<file path="config.mk">
export PLATFORM = sky130hd
export DESIGN_NAME = wdt2_top
export DESIGN_NICKNAME = d
export VERILOG_FILES = /design/src/rtl/wdt2_pkg.sv /design/src/rtl/wdt2_period_sel.sv /design/src/rtl/wdt2_counter.sv /design/src/rtl/wdt2_stage_fsm.sv /design/src/rtl/wdt2_top.sv
export SDC_FILE = /design/constraint.sdc
export NUM_CORES = 1
export LEC_CHECK = 0
export ABC_AREA = 1
export BUFFER_PORTS_ARGS = -buffer_cell sky130_fd_sc_hd__buf_2
export CAP_MARGIN = 20
export CELL_PAD_IN_SITES_DETAIL_PLACEMENT = 1
export CELL_PAD_IN_SITES_GLOBAL_PLACEMENT = 2
export CORE_MARGIN = 10
export CORE_UTILIZATION = 34
export DETAILED_ROUTE_END_ITERATION = 16
export PLACE_DENSITY = 0.87
export SYNTH_ARGS = -nofsm -noshare
export SYNTH_HDL_FRONTEND = slang
export SYNTH_HIERARCHICAL = 1
export SYNTH_SLANG_ARGS = --single-unit
</file>
<file path="constraint.sdc">
create_clock -name clk_i -period 1.99 [get_ports clk_i]
set_clock_uncertainty 0.05 [all_clocks]
set_input_delay 0.2985 -clock clk_i [delete_from_list [all_inputs] [get_ports clk_i]]
set_output_delay 0.2985 -clock clk_i [all_outputs]
set_load 0.02 [all_outputs]
</file>
<file path="src/rtl/wdt2_pkg.sv">
package wdt2_pkg;
   typedef enum logic [1:0] {
      ST_ARMED  = 2'd0,
      ST_WARNED = 2'd1,
      ST_TRIPPED = 2'd2
   } wdt2_stage_e;
endpackage

</file>
<file path="src/rtl/wdt2_period_sel.sv">
module wdt2_period_sel #(
   parameter int NSEL      = 4,
   parameter int SEL_W     = 2,
   parameter int BASE_LOG2 = 12,
   parameter int STEP_LOG2 = 2,
   parameter int CNT_W     = 18,
   parameter int DEF_SEL   = 0
) (
   input  logic             clk_i,
   input  logic             rst_ni,
   input  logic             restart_i,
   input  logic [SEL_W-1:0] sel_i,
   output logic [CNT_W-1:0] term_o
);
   logic [SEL_W-1:0] sel_q;
   logic [CNT_W-1:0] term_tab [NSEL];

   // terminal count for each select code: 2**shift - 1
   for (genvar g = 0; g < NSEL; g++) begin : g_term
      localparam int SHIFT = BASE_LOG2 + STEP_LOG2 * g;
      assign term_tab[g] = CNT_W'(({{CNT_W{1'b0}}, 1'b1} << SHIFT) - 1);
   end

   always_ff @(posedge clk_i or negedge rst_ni) begin
      if (!rst_ni)        sel_q <= SEL_W'(DEF_SEL);
      else if (restart_i) sel_q <= sel_i;
   end

   assign term_o = term_tab[sel_q];
endmodule

</file>
<file path="src/rtl/wdt2_counter.sv">
module wdt2_counter #(
   parameter int CNT_W = 18
) (
   input  logic             clk_i,
   input  logic             rst_ni,
   input  logic             tick_i,
   input  logic             kick_i,
   input  logic [CNT_W-1:0] term_i,
   output logic             wrap_o,
   output logic             restart_o
);
   logic [CNT_W-1:0] cnt_q;

   assign wrap_o    = tick_i && !kick_i && (cnt_q == term_i);
   assign restart_o = kick_i || wrap_o;

   always_ff @(posedge clk_i or negedge rst_ni) begin
      if (!rst_ni)        cnt_q <= '0;
      else if (restart_o) cnt_q <= '0;
      else if (tick_i)    cnt_q <= cnt_q + 1'b1;
   end
endmodule

</file>
<file path="src/rtl/wdt2_stage_fsm.sv">
module wdt2_stage_fsm
   import wdt2_pkg::*;
(
   input  logic clk_i,
   input  logic rst_ni,
   input  logic wrap_i,
   input  logic kick_i,
   output logic nmi_o,
   output logic sysrst_o
);
   wdt2_stage_e stage_q;

   always_ff @(posedge clk_i or negedge rst_ni) begin
      if (!rst_ni) begin
         stage_q  <= ST_ARMED;
         nmi_o    <= 1'b0;
         sysrst_o <= 1'b0;
      end else begin
         nmi_o <= 1'b0;
         if (stage_q != ST_TRIPPED) begin
            if (kick_i) begin
               stage_q <= ST_ARMED;
            end else if (wrap_i) begin
               if (stage_q == ST_ARMED) begin
                  stage_q <= ST_WARNED;
                  nmi_o   <= 1'b1;
               end else begin
                  stage_q  <= ST_TRIPPED;
                  sysrst_o <= 1'b1;
               end
            end
         end
      end
   end
endmodule

</file>
<file path="src/rtl/wdt2_top.sv">
module wdt2_top #(
   parameter int NSEL      = 4,
   parameter int BASE_LOG2 = 12,
   parameter int STEP_LOG2 = 2,
   parameter int DEF_SEL   = 0,
   localparam int SEL_W    = $clog2(NSEL),
   localparam int CNT_W    = BASE_LOG2 + STEP_LOG2 * (NSEL - 1)
) (
   input  logic             clk_i,
   input  logic             rst_ni,
   input  logic             tick_i,
   input  logic [SEL_W-1:0] period_sel_i,
   input  logic             kick_i,
   output logic             nmi_o,
   output logic             sysrst_req_o
);
   if (NSEL < 2 || (1 << SEL_W) != NSEL) begin : g_chk_nsel
      $error("wdt2_top: NSEL must be a power of two of at least 2");
   end
   if (BASE_LOG2 < 1 || STEP_LOG2 < 0 || CNT_W > 30) begin : g_chk_width
      $error("wdt2_top: period exponents out of range");
   end
   if (DEF_SEL < 0 || DEF_SEL >= NSEL) begin : g_chk_def
      $error("wdt2_top: DEF_SEL outside select range");
   end

   logic [CNT_W-1:0] term;
   logic             wrap;
   logic             restart;

   wdt2_period_sel #(
      .NSEL(NSEL), .SEL_W(SEL_W), .BASE_LOG2(BASE_LOG2),
      .STEP_LOG2(STEP_LOG2), .CNT_W(CNT_W), .DEF_SEL(DEF_SEL)
   ) u_sel (
      .clk_i(clk_i), .rst_ni(rst_ni), .restart_i(restart),
      .sel_i(period_sel_i), .term_o(term)
   );

   wdt2_counter #(.CNT_W(CNT_W)) u_cnt (
      .clk_i(clk_i), .rst_ni(rst_ni), .tick_i(tick_i), .kick_i(kick_i),
      .term_i(term), .wrap_o(wrap), .restart_o(restart)
   );

   wdt2_stage_fsm u_fsm (
      .clk_i(clk_i), .rst_ni(rst_ni), .wrap_i(wrap), .kick_i(kick_i),
      .nmi_o(nmi_o), .sysrst_o(sysrst_req_o)
   );
endmodule

</file>
==> flow_metrics.py, run 1 <==
metrics = {
    "sta": {
        "grt_setup_unrepaired": "false",
        "timing.fmax_mhz": 550,
        "hold_viol": 0,
        "final_period_minus_worst_setup_slack_ns": 1.82,
        "setup_violations": 0,
        "slew_headroom": 0.610,
        "sum_of_negative_setup_slack_ns": 0,
        "final.period_utilization": 0.914,
        "worst_slew_pin_slew_ns": 0.585,
        "final_max_slew_viol_count": 0,
    },
    "finish": {
        "layout.nets": 278,
        "area_growth_pct": 6.95,
        "antenna_cells": 0,
        "final_layout_size_suffix_gt1_frac": 0.0815,
        "multi_input_comb_area_um2": 860,
        "register_area_um2": 602,
        "final.fill_count": 646,
        "final_core_util": 0.382,
    },
    "clock_tree": {
        "clk-insertion-delay-late_ns": 0.28,
        "max-clock-path-buffers": 2,
        "clk_transition_reported_paths_ns": 0.09,
        "number_of_buffers_added_by_the_clock_tree_synthesis_step": 3,
        "h_tree_depth": 1,
        "cts.sinks": 24,
        "clk_root_buffer_cell": "sky130_fd_sc_hd__clkbuf_8",
        "cts_tree": "yes",
    },
    "floorplan": {
        "die_area_mm2": 0.00827,
        "ios": 8,
        "fp.dieW_um": 90.9,
        "start_util": 0.357,
        "placeableCoreArea_mm2": 0.00479,
        "rows": 25,
        "floorplan.die.height_um": 90.9,
    },
    "global_route": {
        "groute.layer.met3.usage": 0.0166,
        "groute.usage.overall": 0.107,
        "grtUsageMet1": 0.136,
        "total_gr_overflow": 0,
        "grt_max_degree": 25,
        "grt_antenna_before_repair": 0,
        "grtUsageMet2": 0.179,
        "grt_pass1_vias": 1545,
        "top_usage_layer": "met2",
        "grt_pass1_wl_mm": 7.36,
    },
    "setup_path": {
        "timing.critical_path.fanout_max": 21,
        "endpoint_kind": "flop",
        "reg2reg_depth": 11,
        "critical_path.startpoint_type": "flop",
        "worst-endpoint-required_ns": 2.12,
        "cp_data_arrival_time_ns": 1.95,
        "setup.worst_path.class": "flop to flop",
    },
    "synthesis": {
        "asyncSetResetFlopFracSynth": 1.00,
        "synth-edff-count": 0,
        "netlist.area_leader.share": 0.351,
        "netlist_top_cells_area": "sky130_fd_sc_hd__dfrtp_1 (35%), sky130_fd_sc_hd__nand2_1 (18%), sky130_fd_sc_hd__nor2_1 (9.7%)",
        "synth_cells": 263,
        "synthFlopType": "sky130_fd_sc_hd__dfrtp_1",
        "flip_flop_and_latch_count_after_synthesis": 24,
        "syn_area_mm2": 0.00171,
        "number_of_warning_messages_in_the_yosys_log": 6,
        "netlist.top_cell.by_area": "sky130_fd_sc_hd__dfrtp_1",
        "synth_seq_area_share": 0.351,
        "yosys.cell_types.count": 22,
        "avgSynthCellArea_um2": 6.50,
    },
    "place": {
        "place_congestion": 0.794,
        "detailedPlacementHpwl_mm": 3.16,
        "place.port_buffers": 7,
    },
    "detailed_routing": {
        "post_drt_via_cell_ratio": 4.40,
        "detail_route.iter0.violations": 50,
        "finalWirelength_mm": 4.13,
        "route.vias.total": 1482,
        "final_antenna_net_count": 0,
        "remaining_drc_errors": 0,
        "drt_first_pass_iters": 4,
        "avgRoutedWirePerCell_um": 12.3,
    },
    "power": {
        "power.ir.vdd_worst_mv": 0.237,
        "power-per-cell-area_mw_per_mm2": 533,
        "static-leakage-power_nw": 1.02,
    },
    "worst_hold_path": {
        "whs_path_depth": 3,
        "hp-class": "input pin to flop",
    },
    "run_status": {
        "run_status": "completed",
    },
    "run": {
        "maxCapViolations": 0,
    },
}
-- critical path, stage by stage, from the launching register on --
cell and delay (ns):
sky130_fd_sc_hd__dfrtp_2 0.43, sky130_fd_sc_hd__or2_1 0.27, sky130_fd_sc_hd__nand2_1 0.08, sky130_fd_sc_hd__nand2_1 0.05, sky130_fd_sc_hd__nor2_1 0.12, sky130_fd_sc_hd__nand2_1 0.06, sky130_fd_sc_hd__nor2_1 0.13, sky130_fd_sc_hd__nand3_2 0.16
sky130_fd_sc_hd__nand2_8 0.19, sky130_fd_sc_hd__inv_1 0.08, sky130_fd_sc_hd__nand2_1 0.06, sky130_fd_sc_hd__nand2_1 0.04
-- cells by family (layout without fill, tap and decap cells) --
group,after synthesis,in the layout,synth area share
AND/OR/NAND/NOR,159,159,0.388
buffers and inverters,62,58,0.176
flip-flops,24,24,0.351
XOR/XNOR,13,13,0.0666
AO/OA/AOI/OAI,3,3,0.00878
adder cells (fa/ha/maj),1,1,0.00731
other,1,12,0.00219
-- power by group --
group | total (mW) | switching, mW | internal, mW | leakage [nW]
clock network | 0.353 | 0.175 | 0.178 | 0.0288
registers | 0.506 | 0.0109 | 0.495 | 0.324
logic | 0.116 | 0.0751 | 0.0406 | 0.667
-- synthesized netlist by cell type, types with 2 or more instances --
master                     instances
sky130_fd_sc_hd__buf_4            16
sky130_fd_sc_hd__xnor2_1           2
sky130_fd_sc_hd__dfrtp_1          24
sky130_fd_sc_hd__inv_1            42
sky130_fd_sc_hd__nor3_1            4
sky130_fd_sc_hd__o21ai_0           2
sky130_fd_sc_hd__nand4_1           8
sky130_fd_sc_hd__xor2_1           11
sky130_fd_sc_hd__nand3_1          12
sky130_fd_sc_hd__nand2_1          84
sky130_fd_sc_hd__nor2_2            3
sky130_fd_sc_hd__nor2_1           44
sky130_fd_sc_hd__clkbuf_1          2
-- sequential cells by signal, indices dropped and copies added, names as in the netlist --
signal and cells:
u_fsm/stage_q 2, u_sel/sel_q 2, u_fsm/sysrst_o 1, u_fsm/nmi_o 1
u_cnt/cnt_q 18
-- area by class of cell --
class / count / area share
Inverter: 43 / 0.0882
Timing Repair Buffer: 11 / 0.0369
Tap cell: 67 / 0.0458
Sequential cell: 24 / 0.329
Clock buffer: 4 / 0.0301
Multi-Input combinational cell: 188 / 0.470
-- cell usage in the layout (no fill, tap or decap) --
master                          Yosys  final
sky130_fd_sc_hd__dfrtp_2            0      1
sky130_fd_sc_hd__inv_1             42     41
sky130_fd_sc_hd__nand2_8            0      1
sky130_fd_sc_hd__nand3_2            1      1
sky130_fd_sc_hd__ha_1               1      1
sky130_fd_sc_hd__nor2_2             3      3
sky130_fd_sc_hd__nand4_1            8      8
sky130_fd_sc_hd__xor2_1            11     11
sky130_fd_sc_hd__buf_4             16      3
sky130_fd_sc_hd__clkbuf_8           0      4
sky130_fd_sc_hd__a21oi_1            1      1
sky130_fd_sc_hd__buf_2              0      7
sky130_fd_sc_hd__inv_2              1      2
sky130_fd_sc_hd__nand3_1           12     12
sky130_fd_sc_hd__dlygate4sd3_1      0      1
sky130_fd_sc_hd__nand2_1           84     84
sky130_fd_sc_hd__o21ai_0            2      2
sky130_fd_sc_hd__conb_1             1     12
sky130_fd_sc_hd__dfrtp_1           24     23
sky130_fd_sc_hd__nor2_1            44     44
sky130_fd_sc_hd__xnor2_1            2      2
sky130_fd_sc_hd__or2_1              1      1
sky130_fd_sc_hd__nor3_1             4      4
sky130_fd_sc_hd__nand3b_1           1      1
-- final timing paths --
path | to | start | slack (ns)
worst min register to register | u_fsm/sysrst_o | u_fsm/sysrst_o | 0.42
min in group asynchronous | u_cnt/cnt_q[5] | rst_ni | 0.50
worst max register to register | u_sel/sel_q[1] | u_sel/sel_q[1] | 0.17
max in group asynchronous | u_sel/sel_q[1] | rst_ni | 0.98
worst max-delay path | u_sel/sel_q[1] | u_sel/sel_q[1] | 0.17
worst min-delay path | u_sel/sel_q[0] | period_sel_i[0] | 0.16
-- per-stage QoR --
step	instance area [um^2]	worst slack, ns	total power, mW	cells	hold slack (ns)
after floorplan	1750	0.225	0.611	274	-0.0471
after global placement	1740	0.185	0.620	330	0.285
after detailed placement	1740	0.0950	0.624	330	0.297
after CTS	1800	0.0787	0.985	335	0.155
after global routing	1830	0.0205	1.03	337	0.166
final	1830	0.171	0.975	337	0.162
-- metal layers --
layer | routed length, um | share of wire | vias up
li1 | - | - | 776
met3 | 62 | 0.015 | 5
met4 | 63 | 0.015 | 0
met5 | 0 | 0 | -
met1 | 2050 | 0.50 | 692
met2 | 1950 | 0.47 | 9
-- timing repair --
| action | 4_1_cts | 5_1_grt |
|---|---|---|
| hold buffers | 1 | 0 |
| gates resized for setup | 0 | 3 |
| hold endpoints to repair | 24 | 0 |
| setup endpoints to repair | 0 | 5 |
| setup buffers | 0 | 2 |
(Power assumes the default switching activity.)
==> run 2: changes to the inputs <==
==> constraint.sdc (replaced) <==
create_clock -name clk_i -period 1.99 [get_ports clk_i]
set_clock_uncertainty 0.05 [all_clocks]
set_input_delay 0.4975 -clock clk_i [delete_from_list [all_inputs] [get_ports clk_i]]
set_output_delay 0.4975 -clock clk_i [all_outputs]
set_load 0.02 [all_outputs]
==> flow_metrics.py, run 2 (synthesized netlist as in run 1, its figures left out) <==
metrics = {
    "sta": {
        "worst_slack_ns": 0.250,
        "final_max_slew_viol_count": 0,
        "setup_violations": 0,
        "slew_headroom": 0.635,
        "final_period_minus_worst_setup_slack_ns": 1.74,
        "worst_slew_pin_slew_ns": 0.547,
        "sum_of_negative_setup_slack_ns": 0,
        "hold_viol": 0,
        "timing.fmax_mhz": 575,
        "grt_setup_unrepaired": "false",
        "final.period_utilization": 0.875,
    },
    "clock_tree": {
        "clk-insertion-delay-late_ns": 0.26,
        "ctsHoldBuffers": 0,
        "clk_root_buffer_cell": "sky130_fd_sc_hd__clkbuf_8",
        "h_tree_depth": 1,
        "cts_tree": "yes",
        "number_of_buffers_added_by_the_clock_tree_synthesis_step": 3,
        "clk_transition_reported_paths_ns": 0.09,
        "max-clock-path-buffers": 2,
        "cts.sinks": 24,
    },
    "setup_path": {
        "reg2reg_depth": 10,
        "highest_delay_cell_along_the_critical_path": "sky130_fd_sc_hd__dfrtp_2",
        "cp_data_arrival_time_ns": 1.85,
        "timing.critical_path.fanout_max": 13,
        "critical_path.max_stage_delay_ns": 0.44,
        "worst-endpoint-required_ns": 2.10,
        "critical_path.startpoint_type": "flop",
        "timing.critical_path.cells": "or2_4 > nand2_1 > nand2_1 > nor2_1 > nand2_1 > nor2_1 > nand3_2 > nand2_4 > buf_12 > nor2_1",
        "endpoint_kind": "flop",
        "setup.worst_path.class": "flop to flop",
    },
    "detailed_routing": {
        "drt_first_pass_iters": 4,
        "post_drt_via_cell_ratio": 4.35,
        "finalWirelength_mm": 4.04,
        "avgRoutedWirePerCell_um": 12.0,
        "detail_route.iter0.violations": 82,
        "final_antenna_net_count": 0,
        "route.vias.total": 1461,
        "remaining_drc_errors": 0,
    },
    "floorplan": {
        "rows": 25,
        "ios": 8,
        "start_util": 0.357,
        "fp.dieW_um": 90.9,
        "floorplan.die.height_um": 90.9,
        "placeableCoreArea_mm2": 0.00479,
        "die_area_mm2": 0.00827,
    },
    "global_route": {
        "grt_max_degree": 25,
        "total_gr_overflow": 0,
        "grt_pass1_wl_mm": 7.02,
        "grt_pass1_vias": 1488,
        "grt_antenna_before_repair": 0,
        "groute.usage.overall": 0.102,
    },
    "power": {
        "static-leakage-power_nw": 1.03,
        "power-per-cell-area_mw_per_mm2": 568,
        "power.ir.vdd_worst_mv": 0.274,
    },
    "finish": {
        "register_area_um2": 602,
        "mostFrequentLayoutCell": "sky130_fd_sc_hd__nand2_1",
        "antenna_cells": 0,
        "layout.nets": 277,
        "register_name_with_the_most_flops": "u_cnt/cnt_q",
        "flip_flop_count_of_the_largest_register_all_copies_and_words_added": 18,
        "multi_input_comb_area_um2": 853,
        "mostFrequentLayoutCells": "sky130_fd_sc_hd__nand2_1 (84), sky130_fd_sc_hd__nor2_1 (44), sky130_fd_sc_hd__inv_1 (42)",
        "area_growth_pct": 8.41,
        "final_layout_size_suffix_gt1_frac": 0.0818,
        "final_core_util": 0.387,
        "biggestRegsByFlops": "u_cnt/cnt_q: 18 flops, u_fsm/stage_q: 2 flops, u_sel/sel_q: 2 flops",
        "final.fill_count": 647,
    },
    "worst_hold_path": {
        "hp-class": "input pin to async pin",
    },
    "run_status": {
        "run_status": "completed",
    },
    "run": {
        "maxCapViolations": 0,
    },
    "place": {
        "place_congestion": 0.758,
        "place.port_buffers": 7,
        "detailedPlacementHpwl_mm": 3.22,
        "worst_slack_at_placement_ns": 0.204,
    },
}
==> run 2: layout make-up <==
class,count,area share
clock buffer,3,0.0223
sequential,24,0.325
timing repair buffer,10,0.0445
clock inverter,1,0.0162
inverter,43,0.0870
multi-input combinational,188,0.460
tap,67,0.0452
==> run 2: stage by stage <==
stage / total power, mW / cell area (um^2) / hold slack (ns) / cells
6_report: 1.05 / 1850 / 0.158 / 336
2_1_floorplan: 0.611 / 1750 / 0.152 / 274
4_1_cts: 1.06 / 1830 / 0.181 / 335
3_5_place_dp: 0.625 / 1760 / 0.412 / 331
5_1_grt: 1.12 / 1850 / 0.194 / 336
3_3_place_gp: 0.623 / 1760 / 0.409 / 331
==> run 2: worst max-delay path, delay by kind of cell (launching register included) <==
| kind | cells | cell delay [ns] |
|---|---|---|
| simple gates | 9 | 1.00 |
| flops | 1 | 0.44 |
| buf+inv | 1 | 0.15 |
==> run 2: routing by layer <==
layer,vias to the layer above,routed length [um],track usage
met2,9,1990,0.175
met1,680,1930,0.132
met4,0,34,0.0196
met3,4,84,0.0158
met5,-,0,0
li1,768,-,-
==> run 2: worst paths after layout <==
| kind | start | slack [ns] | to |
|---|---|---|---|
| setup reg to reg | u_sel/sel_q[1] | 0.25 | u_cnt/cnt_q[11] |
| min in group clk_i | period_sel_i[1] | 0.38 | u_sel/sel_q[1] |
| setup / recovery | u_sel/sel_q[1] | 0.25 | u_cnt/cnt_q[11] |
| hold reg to reg | u_fsm/sysrst_o | 0.43 | u_fsm/sysrst_o |
| max in group asynchronous | rst_ni | 1.34 | u_sel/sel_q[1] |
| hold / removal | rst_ni | 0.16 | u_cnt/cnt_q[17] |
==> run 2: what timing repair did <==
item / 4_1_cts / 5_1_grt
buffers inserted: 0 / 1
resized for setup: 0 / 2
setup endpoints to repair: 0 / 4
==> run 2: report_power, final <==
part | internal, mW | switching [mW]
registers | 0.495 | 0.0114
clock network | 0.269 | 0.160
logic | 0.0458 | 0.0717
